$ cat src/rtl/i2cseq_pkg.sv
package i2cseq_pkg;
    localparam int RES_W        = 5;
    localparam int RB_ADDR_NACK = 0;
    localparam int RB_DATA_NACK = 1;
    localparam int RB_HW_TMO    = 2;
    localparam int RB_SEQ_TMO   = 3;
    localparam int RB_ABORT     = 4;

    typedef enum logic [2:0] {
        ST_IDLE, ST_NEXT, ST_WR, ST_WDRAIN, ST_RCMD, ST_RWAIT, ST_DIS, ST_FIN
    } seq_state_e;
endpackage

$ cat src/rtl/i2cseq_timer.sv
module i2cseq_timer #(
    parameter int LIMIT = 16
) (
    input  logic clk,
    input  logic rst_n,
    input  logic clr,
    input  logic run,
    output logic at_limit
);
    localparam int CW = $clog2(LIMIT + 1);

    logic [CW-1:0] cnt_d, cnt_q;

    assign at_limit = (cnt_q == CW'(LIMIT - 1));

    always_comb begin
        cnt_d = cnt_q;
        if (clr)
            cnt_d = '0;
        else if (run)
            cnt_d = at_limit ? '0 : cnt_q + 1'b1;
    end

    always_ff @(posedge clk or negedge rst_n) begin
        if (!rst_n) cnt_q <= '0;
        else        cnt_q <= cnt_d;
    end
endmodule

$ cat src/rtl/i2cseq_restart_track.sv
module i2cseq_restart_track #(
    parameter int AW = 7
) (
    input  logic          clk,
    input  logic          rst_n,
    input  logic          load,
    input  logic          first,
    input  logic [AW-1:0] addr,
    input  logic          rd,
    output logic          restart
);
    logic [AW-1:0] addr_d, addr_q;
    logic          rd_d, rd_q;

    assign restart = !first && ((addr != addr_q) || (rd != rd_q));

    always_comb begin
        addr_d = addr_q;
        rd_d   = rd_q;
        if (load) begin
            addr_d = addr;
            rd_d   = rd;
        end
    end

    always_ff @(posedge clk or negedge rst_n) begin
        if (!rst_n) begin
            addr_q <= '0;
            rd_q   <= 1'b0;
        end else begin
            addr_q <= addr_d;
            rd_q   <= rd_d;
        end
    end
endmodule

$ cat src/rtl/i2cseq_cause_sel.sv
module i2cseq_cause_sel
    import i2cseq_pkg::*;
(
    input  logic             data_nack,
    input  logic             addr_nack,
    output logic [RES_W-1:0] code
);
    always_comb begin
        code = '0;
        if (data_nack)      code[RB_DATA_NACK] = 1'b1;
        else if (addr_nack) code[RB_ADDR_NACK] = 1'b1;
        else                code[RB_ABORT]     = 1'b1;
    end
endmodule

$ cat src/rtl/i2c_msg_sequencer.sv
module i2c_msg_sequencer
    import i2cseq_pkg::*;
#(
    parameter int AW       = 7,
    parameter int DW       = 8,
    parameter int LEN_W    = 8,
    parameter int TMO_CYC  = 5_000_000,
    parameter int POLL_CYC = 6250,
    parameter int POLL_MAX = 1000
) (
    input  logic             clk,
    input  logic             rst_n,
    input  logic             desc_valid,
    output logic             desc_ready,
    input  logic [AW-1:0]    desc_addr,
    input  logic             desc_rd,
    input  logic [LEN_W-1:0] desc_len,
    input  logic             desc_last,
    input  logic             wr_valid,
    output logic             wr_ready,
    input  logic [DW-1:0]    wr_data,
    output logic             rd_valid,
    output logic [DW-1:0]    rd_data,
    output logic             cmd_valid,
    output logic [AW-1:0]    cmd_addr,
    output logic [DW-1:0]    cmd_data,
    output logic             cmd_read,
    output logic             cmd_restart,
    output logic             cmd_stop,
    input  logic             tx_not_full,
    input  logic             tx_empty,
    input  logic             rx_not_empty,
    input  logic [DW-1:0]    rx_data,
    output logic             rx_pop,
    input  logic             abrt_flag,
    input  logic             abrt_data_nack,
    input  logic             abrt_addr_nack,
    input  logic             hw_timeout,
    output logic             clr_intr,
    output logic             m_en,
    input  logic             m_en_stat,
    output logic             m_abort,
    output logic             busy,
    output logic             done,
    output logic [4:0]       result
);
    localparam int POLL_W = $clog2(POLL_MAX + 1);

    typedef struct packed {
        seq_state_e       st;
        logic [LEN_W-1:0] cnt;
        logic [AW-1:0]    addr;
        logic             last;
        logic             rst_pend;
        logic             en;
        logic [RES_W-1:0] res;
        logic [POLL_W-1:0] polls;
    } seq_regs_t;

    seq_regs_t cur_q, nxt_d;

    logic             need_restart, track_load;
    logic [RES_W-1:0] cause_code;
    logic             wait_run, wait_lim, poll_lim, step_clr;
    logic             final_byte;

    assign final_byte = (cur_q.cnt == LEN_W'(1));
    assign track_load = desc_valid && desc_ready && (desc_len != '0);
    assign step_clr   = (nxt_d.st != cur_q.st);
    assign wait_run   = ((cur_q.st == ST_WR || cur_q.st == ST_RCMD) && !tx_not_full) ||
                        (cur_q.st == ST_WDRAIN && !tx_empty) ||
                        (cur_q.st == ST_RWAIT  && !rx_not_empty);

    i2cseq_restart_track #(.AW(AW)) u_track (
        .clk(clk), .rst_n(rst_n), .load(track_load),
        .first(cur_q.st == ST_IDLE), .addr(desc_addr), .rd(desc_rd),
        .restart(need_restart)
    );

    i2cseq_cause_sel u_cause (
        .data_nack(abrt_data_nack), .addr_nack(abrt_addr_nack), .code(cause_code)
    );

    i2cseq_timer #(.LIMIT(TMO_CYC)) u_wait_tmr (
        .clk(clk), .rst_n(rst_n), .clr(step_clr), .run(wait_run), .at_limit(wait_lim)
    );

    i2cseq_timer #(.LIMIT(POLL_CYC)) u_poll_tmr (
        .clk(clk), .rst_n(rst_n), .clr(step_clr),
        .run(cur_q.st == ST_DIS), .at_limit(poll_lim)
    );

    always_comb begin
        nxt_d       = cur_q;
        desc_ready  = 1'b0;
        wr_ready    = 1'b0;
        rd_valid    = 1'b0;
        rd_data     = rx_data;
        cmd_valid   = 1'b0;
        cmd_addr    = cur_q.addr;
        cmd_data    = '0;
        cmd_read    = 1'b0;
        cmd_restart = cur_q.rst_pend;
        cmd_stop    = cur_q.last && final_byte;
        rx_pop      = 1'b0;
        clr_intr    = 1'b0;
        m_abort     = 1'b0;
        done        = 1'b0;

        case (cur_q.st)
            ST_IDLE, ST_NEXT: begin
                desc_ready = 1'b1;
                if (desc_valid) begin
                    if (cur_q.st == ST_IDLE) nxt_d.res = '0;
                    if (desc_len == '0) begin
                        nxt_d.res[RB_ABORT] = 1'b1;
                        nxt_d.en = 1'b0;
                        nxt_d.st = ST_DIS;
                    end else begin
                        nxt_d.addr     = desc_addr;
                        nxt_d.cnt      = desc_len;
                        nxt_d.last     = desc_last;
                        nxt_d.rst_pend = need_restart;
                        nxt_d.en       = 1'b1;
                        clr_intr       = (cur_q.st == ST_IDLE);
                        nxt_d.st       = desc_rd ? ST_RCMD : ST_WR;
                    end
                end
            end
            ST_WR: begin
                wr_ready = tx_not_full;
                cmd_data = wr_data;
                if (wr_valid && tx_not_full) begin
                    cmd_valid      = 1'b1;
                    nxt_d.rst_pend = 1'b0;
                    nxt_d.cnt      = cur_q.cnt - 1'b1;
                    if (final_byte) nxt_d.st = ST_WDRAIN;
                end else if (wait_run && wait_lim) begin
                    nxt_d.res[RB_SEQ_TMO] = 1'b1;
                    nxt_d.en = 1'b0;
                    nxt_d.st = ST_DIS;
                end
            end
            ST_WDRAIN: begin
                if (hw_timeout) begin
                    nxt_d.res[RB_HW_TMO] = 1'b1;
                    nxt_d.en = 1'b0;
                    nxt_d.st = ST_DIS;
                end else if (tx_empty) begin
                    if (abrt_flag) begin
                        nxt_d.res = cur_q.res | cause_code;
                        clr_intr  = 1'b1;
                        nxt_d.en  = 1'b0;
                        nxt_d.st  = ST_DIS;
                    end else begin
                        nxt_d.en = !cur_q.last;
                        nxt_d.st = cur_q.last ? ST_DIS : ST_NEXT;
                    end
                end else if (wait_lim) begin
                    nxt_d.res[RB_SEQ_TMO] = 1'b1;
                    nxt_d.en = 1'b0;
                    nxt_d.st = ST_DIS;
                end
            end
            ST_RCMD: begin
                if (tx_not_full) begin
                    cmd_valid      = 1'b1;
                    cmd_read       = 1'b1;
                    clr_intr       = 1'b1;
                    nxt_d.rst_pend = 1'b0;
                    nxt_d.st       = ST_RWAIT;
                end else if (wait_lim) begin
                    nxt_d.res[RB_SEQ_TMO] = 1'b1;
                    nxt_d.en = 1'b0;
                    nxt_d.st = ST_DIS;
                end
            end
            ST_RWAIT: begin
                if (abrt_addr_nack) begin
                    nxt_d.res[RB_ADDR_NACK] = 1'b1;
                    clr_intr = 1'b1;
                    nxt_d.en = 1'b0;
                    nxt_d.st = ST_DIS;
                end else if (hw_timeout) begin
                    nxt_d.res[RB_HW_TMO] = 1'b1;
                    nxt_d.en = 1'b0;
                    nxt_d.st = ST_DIS;
                end else if (rx_not_empty) begin
                    rx_pop    = 1'b1;
                    rd_valid  = 1'b1;
                    nxt_d.cnt = cur_q.cnt - 1'b1;
                    if (final_byte) begin
                        nxt_d.en = !cur_q.last;
                        nxt_d.st = cur_q.last ? ST_DIS : ST_NEXT;
                    end else begin
                        nxt_d.st = ST_RCMD;
                    end
                end else if (wait_lim) begin
                    nxt_d.res[RB_SEQ_TMO] = 1'b1;
                    nxt_d.en = 1'b0;
                    nxt_d.st = ST_DIS;
                end
            end
            ST_DIS: begin
                if (!m_en_stat) begin
                    nxt_d.st = ST_FIN;
                end else if (poll_lim) begin
                    if (cur_q.polls == POLL_W'(POLL_MAX - 1)) begin
                        m_abort  = 1'b1;
                        nxt_d.st = ST_FIN;
                    end else begin
                        nxt_d.polls = cur_q.polls + 1'b1;
                    end
                end
            end
            ST_FIN: begin
                done        = 1'b1;
                nxt_d.polls = '0;
                nxt_d.st    = ST_IDLE;
            end
            default: nxt_d.st = ST_IDLE;
        endcase
    end

    always_ff @(posedge clk or negedge rst_n) begin
        if (!rst_n) begin
            cur_q    <= '0;
            cur_q.st <= ST_IDLE;
        end else begin
            cur_q <= nxt_d;
        end
    end

    assign m_en   = cur_q.en;
    assign busy   = (cur_q.st != ST_IDLE);
    assign result = cur_q.res;
endmodule

$ cat config.mk
export PLATFORM = sky130hd
export DESIGN_NAME = i2c_msg_sequencer
export DESIGN_NICKNAME = d
export VERILOG_FILES = /design/src/rtl/i2cseq_pkg.sv /design/src/rtl/i2cseq_timer.sv /design/src/rtl/i2cseq_restart_track.sv /design/src/rtl/i2cseq_cause_sel.sv /design/src/rtl/i2c_msg_sequencer.sv
export SDC_FILE = /design/constraint.sdc
export NUM_CORES = 1
export LEC_CHECK = 0
export BUFFER_PORTS_ARGS = -buffer_cell sky130_fd_sc_hd__buf_2
export CORE_MARGIN = 4
export CORE_UTILIZATION = 25
export CTS_CLUSTER_DIAMETER = 100
export DETAILED_ROUTE_END_ITERATION = 10
export PLACE_DENSITY = 0.46
export SETUP_SLACK_MARGIN = 0.4
export SYNTH_ARGS = -nofsm -noshare
export SYNTH_HDL_FRONTEND = slang
export SYNTH_SLANG_ARGS = --single-unit
$ cat constraint.sdc
create_clock -name clk -period 5.6 [get_ports clk]
set_input_delay 0.56 -clock clk [delete_from_list [all_inputs] [get_ports clk]]
set_output_delay 0.56 -clock clk [all_outputs]
set_load 0.005 [all_outputs]
Word level (Yosys, flattened, before mapping)
Cells that the tools add are included.
Word-level totals
  bits in latches: 0
  output and inout port bits: 41
  flip-flop bits (word level): 80
  memories: 0
  bits in read-only memories: 0
  memory bits (writable): 0
  bits of input ports: 45
Cells by class
  multiplexer cells: 102
  bitwise logic cells: 2
  divide/modulo/power cells: 0
  multipliers: 0
  equality and inequality tests: 39
  add/sub/neg operators: 4
  $lt $le $gt $ge: 0
  reduce and logical (&&, ||, !) cells: 41
  shift operators: 0
Operator list (number)
  two-way mux 23 bit: 3
  two-way mux 3 bit: 19
  two-way mux 1 bit: 50
  two-way mux 8 bit: 5
  two-way mux 13 bit: 3
  != test 2 bit (second input constant): 17
  two-way mux 10 bit: 3
  two-way mux 26 bit: 1
  case mux 8 bit (3 select lines): 1
  adder 23 x 1 -> 23 bit (second input constant): 1
  equality test 23 bit (second input constant): 1
  case mux 3 bit (7 select lines): 1
  AND reduction 7 bit: 3
  case mux 10 bit (2 select lines): 1
  AND reduction 6 bit: 3
  two-way mux 17 bit: 1
  adder 13 x 1 -> 13 bit (second input constant): 1
  equality test 13 bit (second input constant): 1
  equality test 3 bit (second input constant): 4
  nonzero test 3 bit: 4
  AND reduction 11 bit: 1
  adder 10 x 1 -> 10 bit (second input constant): 1
  equality test 10 bit (second input constant): 1
  two-way mux 5 bit: 2
  30 further kinds: 60

Logic depth before layout (Yosys ltp)
Gate-level depths: netlist of the first run.
  depth in word-level cells: 11
  gate-level depth with buffers: 10
  gate-level depth less buffers: 8

Cells and area by module
From an unflattened synthesis of the first run, not the netlist that was laid out.
Unflattened totals
  cells, all modules: 608
  area total of the unflattened synthesis: 5376.4 um^2
Modules (own cells, without submodules)
  i2c_msg_sequencer: area an instance 2824.0 um^2, cells an instance 337, sequential area each 900.9 um^2, times used 1
  i2cseq_timer at u_wait_tmr: area an instance 1377.6 um^2, cells an instance 157, sequential area each 575.6 um^2, times used 1
  i2cseq_timer at u_poll_tmr: area an instance 748.2 um^2, cells an instance 80, sequential area each 325.3 um^2, times used 1
  i2cseq_restart_track: area an instance 382.9 um^2, cells an instance 28, sequential area each 200.2 um^2, times used 1
  i2cseq_cause_sel: area an instance 43.8 um^2, cells an instance 6, sequential area each 0.0 um^2, times used 1

Worst setup path before layout of the first run
No wires, ideal clock.
  kind: input port to output port
  start: input port desc_len[4]
  end: output port clr_intr
  arrival: 1.780 ns
  path buffers: 0
  cell stages on the path: 4
  path slack: 3.260 ns
  required time: 5.040 ns
  cell sequence: or4_4 -> or2_2 -> a221oi_1 -> nand2_1
On the way
  word-level cells in the longest chain between the ends: 4
RTL lines
  from (decl): RTL line i2c_msg_sequencer.sv:17  | input logic [LEN_W-1:0] desc_len,
  logical NOT 8 bit: RTL line i2c_msg_sequencer.sv:115  | if (desc_len == '0) begin
  two-way mux 1 bit: RTL line i2c_msg_sequencer.sv:115
  two-way mux 1 bit: RTL line i2c_msg_sequencer.sv:113  | if (desc_valid) begin
  case mux 1 bit (4 select lines): RTL line i2c_msg_sequencer.sv:110  | case (cur_q.st)
  to (decl): RTL line i2c_msg_sequencer.sv:39  | output logic clr_intr,
Every way passes these cells.

Worst setup path after layout of the first run
  start: register cur_q[34] in the netlist's numbering
  end: output port wr_ready
On the way
  word-level cells in the longest chain between the ends: 2
RTL lines
  from (decl): RTL line i2c_msg_sequencer.sv:60  | seq_regs_t cur_q, nxt_d;
  from (signal assigned): RTL line i2c_msg_sequencer.sv:230  | cur_q <= nxt_d;
  equality test 3 x 2 -> 1 bit: RTL line i2c_msg_sequencer.sv:110
  two-way mux 1 bit: RTL line i2c_msg_sequencer.sv:110
  to (decl): RTL line i2c_msg_sequencer.sv:20  | output logic wr_ready,
Every way passes these cells.

==> results of run 1 <==
## through the flow
stage               setup WS, ns  hold slack, ns  util [%]  power (mW)  cells
detailed placement         2.526          0.4823     27.16       1.967    878
global placement           2.677          0.4844     27.16       1.947    878
floorplan                  3.260          0.2644         -       1.819    581
global route               2.183          0.4628     28.56       2.737    894
finish                     2.331          0.4009     28.56       2.557    894
CTS                        2.339          0.4475     28.56       2.588    894
## final cells by class
class / instances / area (um^2) / share of cell area (%)
Inverter: 10 / 37.54 / 0.6232
Clock inverter: 6 / 67.56 / 1.122
Tap cell: 275 / 344.1 / 5.713
Multi-Input combinational cell: 442 / 2980 / 49.48
Clock buffer: 10 / 229.0 / 3.801
Timing Repair Buffer: 71 / 362.8 / 6.024
Sequential cell: 80 / 2002 / 33.24
## routing by layer
layer  up-vias  global-route usage, %  share of wire, %
met5         -                      0             0.048
met4         2                  3.574               1.3
met3        15                  2.742               5.3
met2       129                  19.13                47
met1      2207                  16.45                47
li1       2173                      -                 -
## how the worst max path moves through the flow
| stage | from | to | slack, ns |
|---|---|---|---|
| 4_1_cts | cur_q[34] | wr_ready | 2.34 |
| 6_report | cur_q[34] | wr_ready | 2.33 |
| 2_1_floorplan | desc_len[4] | clr_intr | 3.26 |
| 3_3_place_gp | cur_q[34] | u_poll_tmr.cnt_q[11] | 2.68 |
| 5_1_grt | cur_q[34] | wr_ready | 2.18 |
| 3_5_place_dp | cur_q[34] | u_wait_tmr.cnt_q[1] | 2.53 |
## flip-flops by register name (all words and copies together), names as in the netlist
register,flops
result,5
cur_q,22
u_poll_tmr.cnt_q,13
cmd_restart,1
u_wait_tmr.cnt_q,23
u_track.rd_q,1
m_en,1
cmd_addr,7
u_track.addr_q,7
## where the power goes
group          internal (mW)  switching, mW  total, mW
clock network          0.348          0.258      0.606
logic                  0.385          0.699       1.08
registers              0.703          0.164      0.867
## cell families after synthesis
| group | count (synthesis) | synth area share, % |
|---|---|---|
| AO/OA/AOI/OAI | 114 | 13.26 |
| XOR/XNOR | 35 | 5.691 |
| adder cells (fa/ha/maj) | 6 | 1.394 |
| buffers and inverters | 59 | 7.665 |
| flip-flops | 80 | 37.17 |
| multiplexers | 20 | 4.111 |
| AND/OR/NAND/NOR | 267 | 30.71 |
## cell usage in the layout (no fill, tap or decap), types with 4 or more instances in the layout
cell and instances:
nor4_1 13, nand2b_1 6, o21ai_0 32, clkbuf_16 9
nor2_1 48, nand3_1 16, and4_1 5, xor2_1 16
or3_1 6, nor4bb_1 4, nor3_1 15, a31oi_1 11
nand4_1 22, nand2_1 44, and2_1 14, nor3_2 31
a211oi_1 4, buf_2 68, dfrtp_1 80, mux2_2 17
o21ai_1 4, ha_1 6, and3_1 8, a21oi_1 32
nor4b_1 4, inv_1 9, xnor2_1 19
## critical path: stages, from the launching register on
cell     delay [ns]
dfrtp_1        0.85
nor2b_1        0.19
o21ai_0        0.48
nand2_1        0.39
a21oi_1        0.29
buf_2          0.16
## Yosys cell counts (all sizes together), types with 5 or more instances
master  instances  area share [%]
a211oi          5            0.79
a21oi          32             3.0
a31oi          11             1.3
and2           14             1.6
and3            8            0.93
and4            5            0.81
buf            41             6.4
clkbuf          8            0.56
dfrtp          80              37
ha              6             1.4
inv            10            0.70
mux2           17             3.6
nand2          44             3.1
nand2b          6            0.70
nand3          16             1.5
nand4          22             2.6
nor2           51             3.8
nor3           46             7.2
nor4           14             1.9
nor4b           6             1.4
o21ai          37             3.5
or3             6            0.70
xnor2          19             3.1
xor2           16             2.6
==> Flow_metrics.wiki, run 1 <==
{| class="wikitable"
! Metric !! Value
|-
| Most frequently used flop master after synthesis || dfrtp_1
|-
| Sinks on the clock net || 80
|-
| Netlist Area Pre-Place || 0.005386 mm^2
|-
| Post-cts sizing count || 0
|-
| CP startpoint kind || flop
|-
| Distinct cells, synth || 75
|-
| Area of all placed cells without fillers || ~0.0060 mm^2
|-
| Pin slew with the least headroom to its limit || 1.218 ns
|-
| Reg-to-reg slack, setup || roughly 2.5 ns
|-
| Fraction of layout instances using a drive strength above 1 || between 20% and 30%
|-
| DR vias/cell || between 5 and 6
|-
| Setup total negative slack || 0 ns
|-
| CTS tree || done
|-
| Share of flip-flops with an asynchronous set or reset after synthesis || between 90% and 100%
|-
| Hold Vio Cnt, Final || 0
|-
| Minimum period implied by the final worst setup slack || approximately 3.3 ns
|-
| Clock Skews || roughly 0.0091 ns
|-
| Via Count || between 4k and 5k
|-
| Number of enable-type register cells in the synthesized netlist || 0
|-
| Port-buffer cells || around 70
|-
| DRC violation count after routing || 0
|-
| Initial core utilization || about a quarter
|-
| Clock Path Buffers || 2
|-
| Synthesized instance count || between 500 and 600
|-
| Setup Buffers After CTS || 0
|-
| TritonCTS Buffers || 9
|-
| Launch point of the worst reg-to-reg path || cur_q[34]
|-
| Setup repair after global routing missed its margin || false
|-
| Synth-to-layout area growth || 11.82%
|-
| Final cycle utilization of the critical path || around three fifths
|-
| # setup viols final || 0
|-
| Power per cell area || around 420 mW/mm^2
|-
| Max-slew violation count || 0
|-
| Pin count of the biggest net entering global routing || between 80 and 90
|-
| Detailed Route WL || between 10 and 15 mm
|-
| Clock root buffer master || clkbuf_16
|-
| Number of DRC violations after detailed-routing iteration 0 || about 430
|-
| Layout Nets || 665
|-
| Endpoint type of the worst setup path || primary output
|-
| Max-Cap Viols || 0
|-
| Global-route wire length before repair || 23.85 mm
|-
| Weighted congestion reported at the end of routability-driven placement || between 0.8 and 0.9
|-
| Total cell area at the placement stage || between 0.005 and 0.006 mm^2
|-
| Number of global-route vias before repair || around 4.5k
|-
| Headroom to the max-slew limit || a little under a fifth
|-
| FMAX || 305.9 MHz
|-
| Result of the run || finished, final reports clean
|-
| Number of antenna violations at the first check in global routing || 1
|-
| 1st-pass router iterations || 5
|-
| Row Count || 53
|-
| Synthesized Nets || 632
|-
| Highest fanout seen on the critical path || 27
|-
| Antenna diodes || 0
|-
| End of the worst register-to-register path || u_poll_tmr.cnt_q[12]
|-
| YS warnings || 0
|-
| Global router's overall resource usage || between 10% and 20%
|-
| Fraction of the yosys area taken by sequential cells || a little under two fifths
|-
| Antenna Nets Post-Route || 0
|-
| Post-Syn Area per Cell || 9.271 um^2
|-
| Post-DR wirelength/cell || about 16 um
|-
| Worst Path Class, Setup || reg -> out
|-
| Clock transition at the registers of the reported paths || about 0.060 ns
|-
| CP Data Required Time || 5.04 ns
|-
| Min-Delay Path Class || in -> async
|-
| Depth of the worst register-to-register path || 7
|-
| Chip Width || roughly 150 um
|-
| Pleak || around 2.4 nW
|-
| Die height || ~150 um
|-
| Worst EP arrival || about 2.7 ns
|-
| Number of fill cells || about 2.2k
|-
| Clock latency on the worst-skew pair || roughly 0.35 ns
|-
| Number of top-level design ports || 86
|-
| Total die area || between 0.02 and 0.025 mm^2
|-
| Peak supply drop || between 0.2 and 0.25 mV
|-
| Number of hold buffers added after CTS || 0
|-
| Total half-perimeter wirelength after legalization and detailed placement || just over 10 mm
|-
| Synthesized flop and latch total || 80
|-
| Number of H-tree branching levels || 3
|-
| Core Region || between 0.02 and 0.025 mm^2
|-
| Total global routing overflow || 0
|}
No activity file was read; power rests on OpenSTA's default activity.
==> run 2: changes to the inputs <==
--- a/config.mk
+++ b/config.mk
@@ -10,7 +10,7 @@
 export CORE_UTILIZATION = 25
 export CTS_CLUSTER_DIAMETER = 100
 export DETAILED_ROUTE_END_ITERATION = 10
-export PLACE_DENSITY = 0.46
+export PLACE_DENSITY = 0.47
 export SETUP_SLACK_MARGIN = 0.4
 export SYNTH_ARGS = -nofsm -noshare
 export SYNTH_HDL_FRONTEND = slang
==> constraint.sdc (replaced) <==
create_clock -name clk -period 2.8 [get_ports clk]
set_input_delay 0.28 -clock clk [delete_from_list [all_inputs] [get_ports clk]]
set_output_delay 0.28 -clock clk [all_outputs]
set_load 0.005 [all_outputs]
==> run 2 against run 1 <==
Net effect:
- clock skew fell by 0.0022 ns
- sequential share of layout area fell by 1.5 points
- highest routed layer is now met4
- largest power group unchanged
- first-iteration DRC count fell by 20%
==> Flow_metrics.wiki, run 2 (synthesis gave the netlist of run 1 again) <==
{| class="wikitable"
! Metric !! Value
|-
| Number of H-tree branching levels || 3
|-
| Highest fanout seen on the critical path || 11
|-
| Reg-to-reg slack, setup || about 0.5 ns
|-
| Peak supply drop || just under 0.7 mV
|-
| Clock Skews || approximately 0.0068 ns
|-
| Synth-to-layout area growth || 17.51%
|-
| Number of DRC violations after detailed-routing iteration 0 || 342
|-
| End of the worst register-to-register path || u_wait_tmr.cnt_q[1]
|-
| Fin util || a little under a third
|-
| Total placed cells including tap cells || about 900
|-
| Number of hold buffers added after CTS || 0
|-
| CP startpoint kind || flop
|-
| CTS tree || done
|-
| TritonCTS Buffers || 9
|-
| Worst Setup SP || cur_q[34]
|-
| Via Count || roughly 4.7k
|-
| Total half-perimeter wirelength after legalization and detailed placement || 10.70 mm
|-
| Area of all placed cells without fillers || 0.006330 mm^2
|-
| Total cell area at the placement stage || 0.005852 mm^2
|-
| Largest registers || u_wait_tmr.cnt_q (23), cur_q (22), u_poll_tmr.cnt_q (13)
|-
| Fraction of layout instances using a drive strength above 1 || 30.42%
|-
| Setup repair after global routing missed its margin || true
|-
| Result of the run || finished, final reports clean
|-
| Antenna diodes || 0
|-
| CP Data Required Time || between 2 and 3 ns
|-
| Depth of the worst register-to-register path || 7
|-
| Core Region || about 0.021 mm^2
|-
| Worst Path Class, Setup || reg -> out
|-
| DRC violation count after routing || 0
|-
| Setup total negative slack || 0 ns
|-
| Endpoint type of the worst setup path || primary output
|-
| Leading cell type in the layout, fill and taps excluded || dfrtp_1
|-
| FMAX || 435.0 MHz
|-
| Port-buffer cells || between 60 and 70
|-
| Worst EP arrival || between 2 and 2.5 ns
|-
| Detailed Route WL || approximately 15 mm
|-
| Sinks on the clock net || 80
|-
| Launch point of the worst reg-to-reg path || cur_q[33]
|-
| Initial core utilization || around 26%
|-
| 1st-pass router iterations || 4
|-
| Clock root buffer master || clkbuf_16
|-
| Max-slew violation count || 0
|-
| Number of fill cells || between 2k and 2.5k
|-
| Max-Cap Viols || 0
|-
| Number of antenna violations at the first check in global routing || 0
|-
| Total die area || 0.02396 mm^2
|-
| Chip Width || approximately 150 um
|-
| Post-DR wirelength/cell || between 15 and 20 um
|-
| Finished Layout Cells || a little over 900
|-
| Most flop-heavy register || u_wait_tmr.cnt_q
|-
| Global-route wire length before repair || 24.32 mm
|-
| Antenna Nets Post-Route || 0
|-
| Weighted congestion reported at the end of routability-driven placement || between 0.8 and 0.9
|-
| Power per cell area || approximately 900 mW/mm^2
|-
| Final cycle utilization of the critical path || just over 80%
|-
| Number of top-level design ports || 86
|-
| Pin count of the biggest net entering global routing || 81
|-
| Minimum period implied by the final worst setup slack || between 2 and 2.5 ns
|-
| Pleak || around 2.5 nW
|-
| Pin slew with the least headroom to its limit || ~1.1 ns
|-
| Headroom to the max-slew limit || 28.84%
|-
| Global router's overall resource usage || 12.27%
|-
| Clock latency on the worst-skew pair || between 0.3 and 0.4 ns
|-
| Die height || around 150 um
|-
| Hold Vio Cnt, Final || 0
|-
| Row Count || 53
|-
| DR vias/cell || around 5
|-
| Clock Path Buffers || 2
|-
| Worst setup path end || clr_intr
|-
| Area of the multi-input gates || a little over 0.003 mm^2
|-
| Min-Delay Path Class || in -> async
|-
| Most frequent cells in the layout || dfrtp_1 (77), buf_2 (68), nor2_1 (45)
|-
| Layout Nets || ~690
|-
| Max FFs per register || 23
|-
| Storage element area || about 0.002 mm^2
|-
| Clock transition at the registers of the reported paths || 0.07 ns
|-
| # setup viols final || 0
|-
| Number of global-route vias before repair || 4,644
|-
| Total global routing overflow || 0
|}
## run 2: cell count changes in the layout (fill, tap and decap cells not counted), moves of 2 or more
cell,previous run,this run
o21ai_1,4,2
nand2_1,44,42
clkinvlp_4,2,0
dfrtp_1,80,77
nor2_1,48,45
dfrtp_2,0,2
inv_6,2,0
nand2_4,0,2
buf_4,3,24
clkinv_4,0,2
o21ai_2,1,4
nor2_2,2,5
## run 2: critical path, cell delays in order (launching register included)
cell and delay (ns):
dfrtp_2 0.50, buf_4 0.20, or3_1 0.40, nor2_2 0.23, a221oi_1 0.12, nand2_1 0.10
buf_2 0.12
## run 2: power breakdown
part | switching (mW) | internal, mW | total, mW
Combinational | 1.58 | 1.03 | 2.61
Clock | 0.504 | 0.779 | 1.28
Sequential | 0.237 | 1.42 | 1.65
Total | 2.32 | 3.22 | 5.54
## run 2: cell type report
type | instances | area share [%]
tap | 275 | 5.436
clock buffer | 10 | 3.617
clock inverter | 5 | 1.305
multi-input combinational | 442 | 48.61
inverter | 10 | 0.5930
sequential | 80 | 31.73
timing repair buffer | 94 | 8.717
## run 2: how the worst min path moves through the flow
| stage | from | to | cells past startpoint |
|---|---|---|---|
| floorplan | rst_n | cmd_addr[0] | 0 |
| global placement | cmd_addr[1] | cmd_addr[1] | 1 |
| detailed placement | cmd_addr[3] | cmd_addr[3] | 1 |
| CTS | rst_n | u_poll_tmr.cnt_q[10] | 1 |
| global route | desc_last | cur_q[17] | 2 |
| finish | rst_n | u_poll_tmr.cnt_q[11] | 1 |
## run 2: repair_timing
| action | CTS | global route |
|---|---|---|
| endpoints found under the hold margin | 0 | 0 |
| setup endpoints to repair | 32 | 38 |
| resized for setup | 11 | 16 |
| setup buffers | 4 | 4 |
| pin swaps | 1 | 5 |
## run 2: routing by layer
| layer | track usage (%) | vias to the layer above | share of wire, % |
|---|---|---|---|
| li1 | - | 2219 | - |
| met1 | 16.60 | 2290 | 46 |
| met2 | 19.49 | 125 | 47 |
| met3 | 3.022 | 17 | 5.1 |
| met4 | 3.574 | 0 | 1.5 |
| met5 | 0 | - | 0 |
## run 2: stage by stage
stage	hold WS, ns	power, mW	worst slack (ns)
6_report	0.1193	5.542	0.5009
5_1_grt	0.1954	5.918	0.3481
4_1_cts	0.1911	5.520	0.3796
3_5_place_dp	0.4952	4.128	0.2524
3_3_place_gp	0.4839	4.083	0.3249
2_1_floorplan	-0.01559	3.639	0.7737
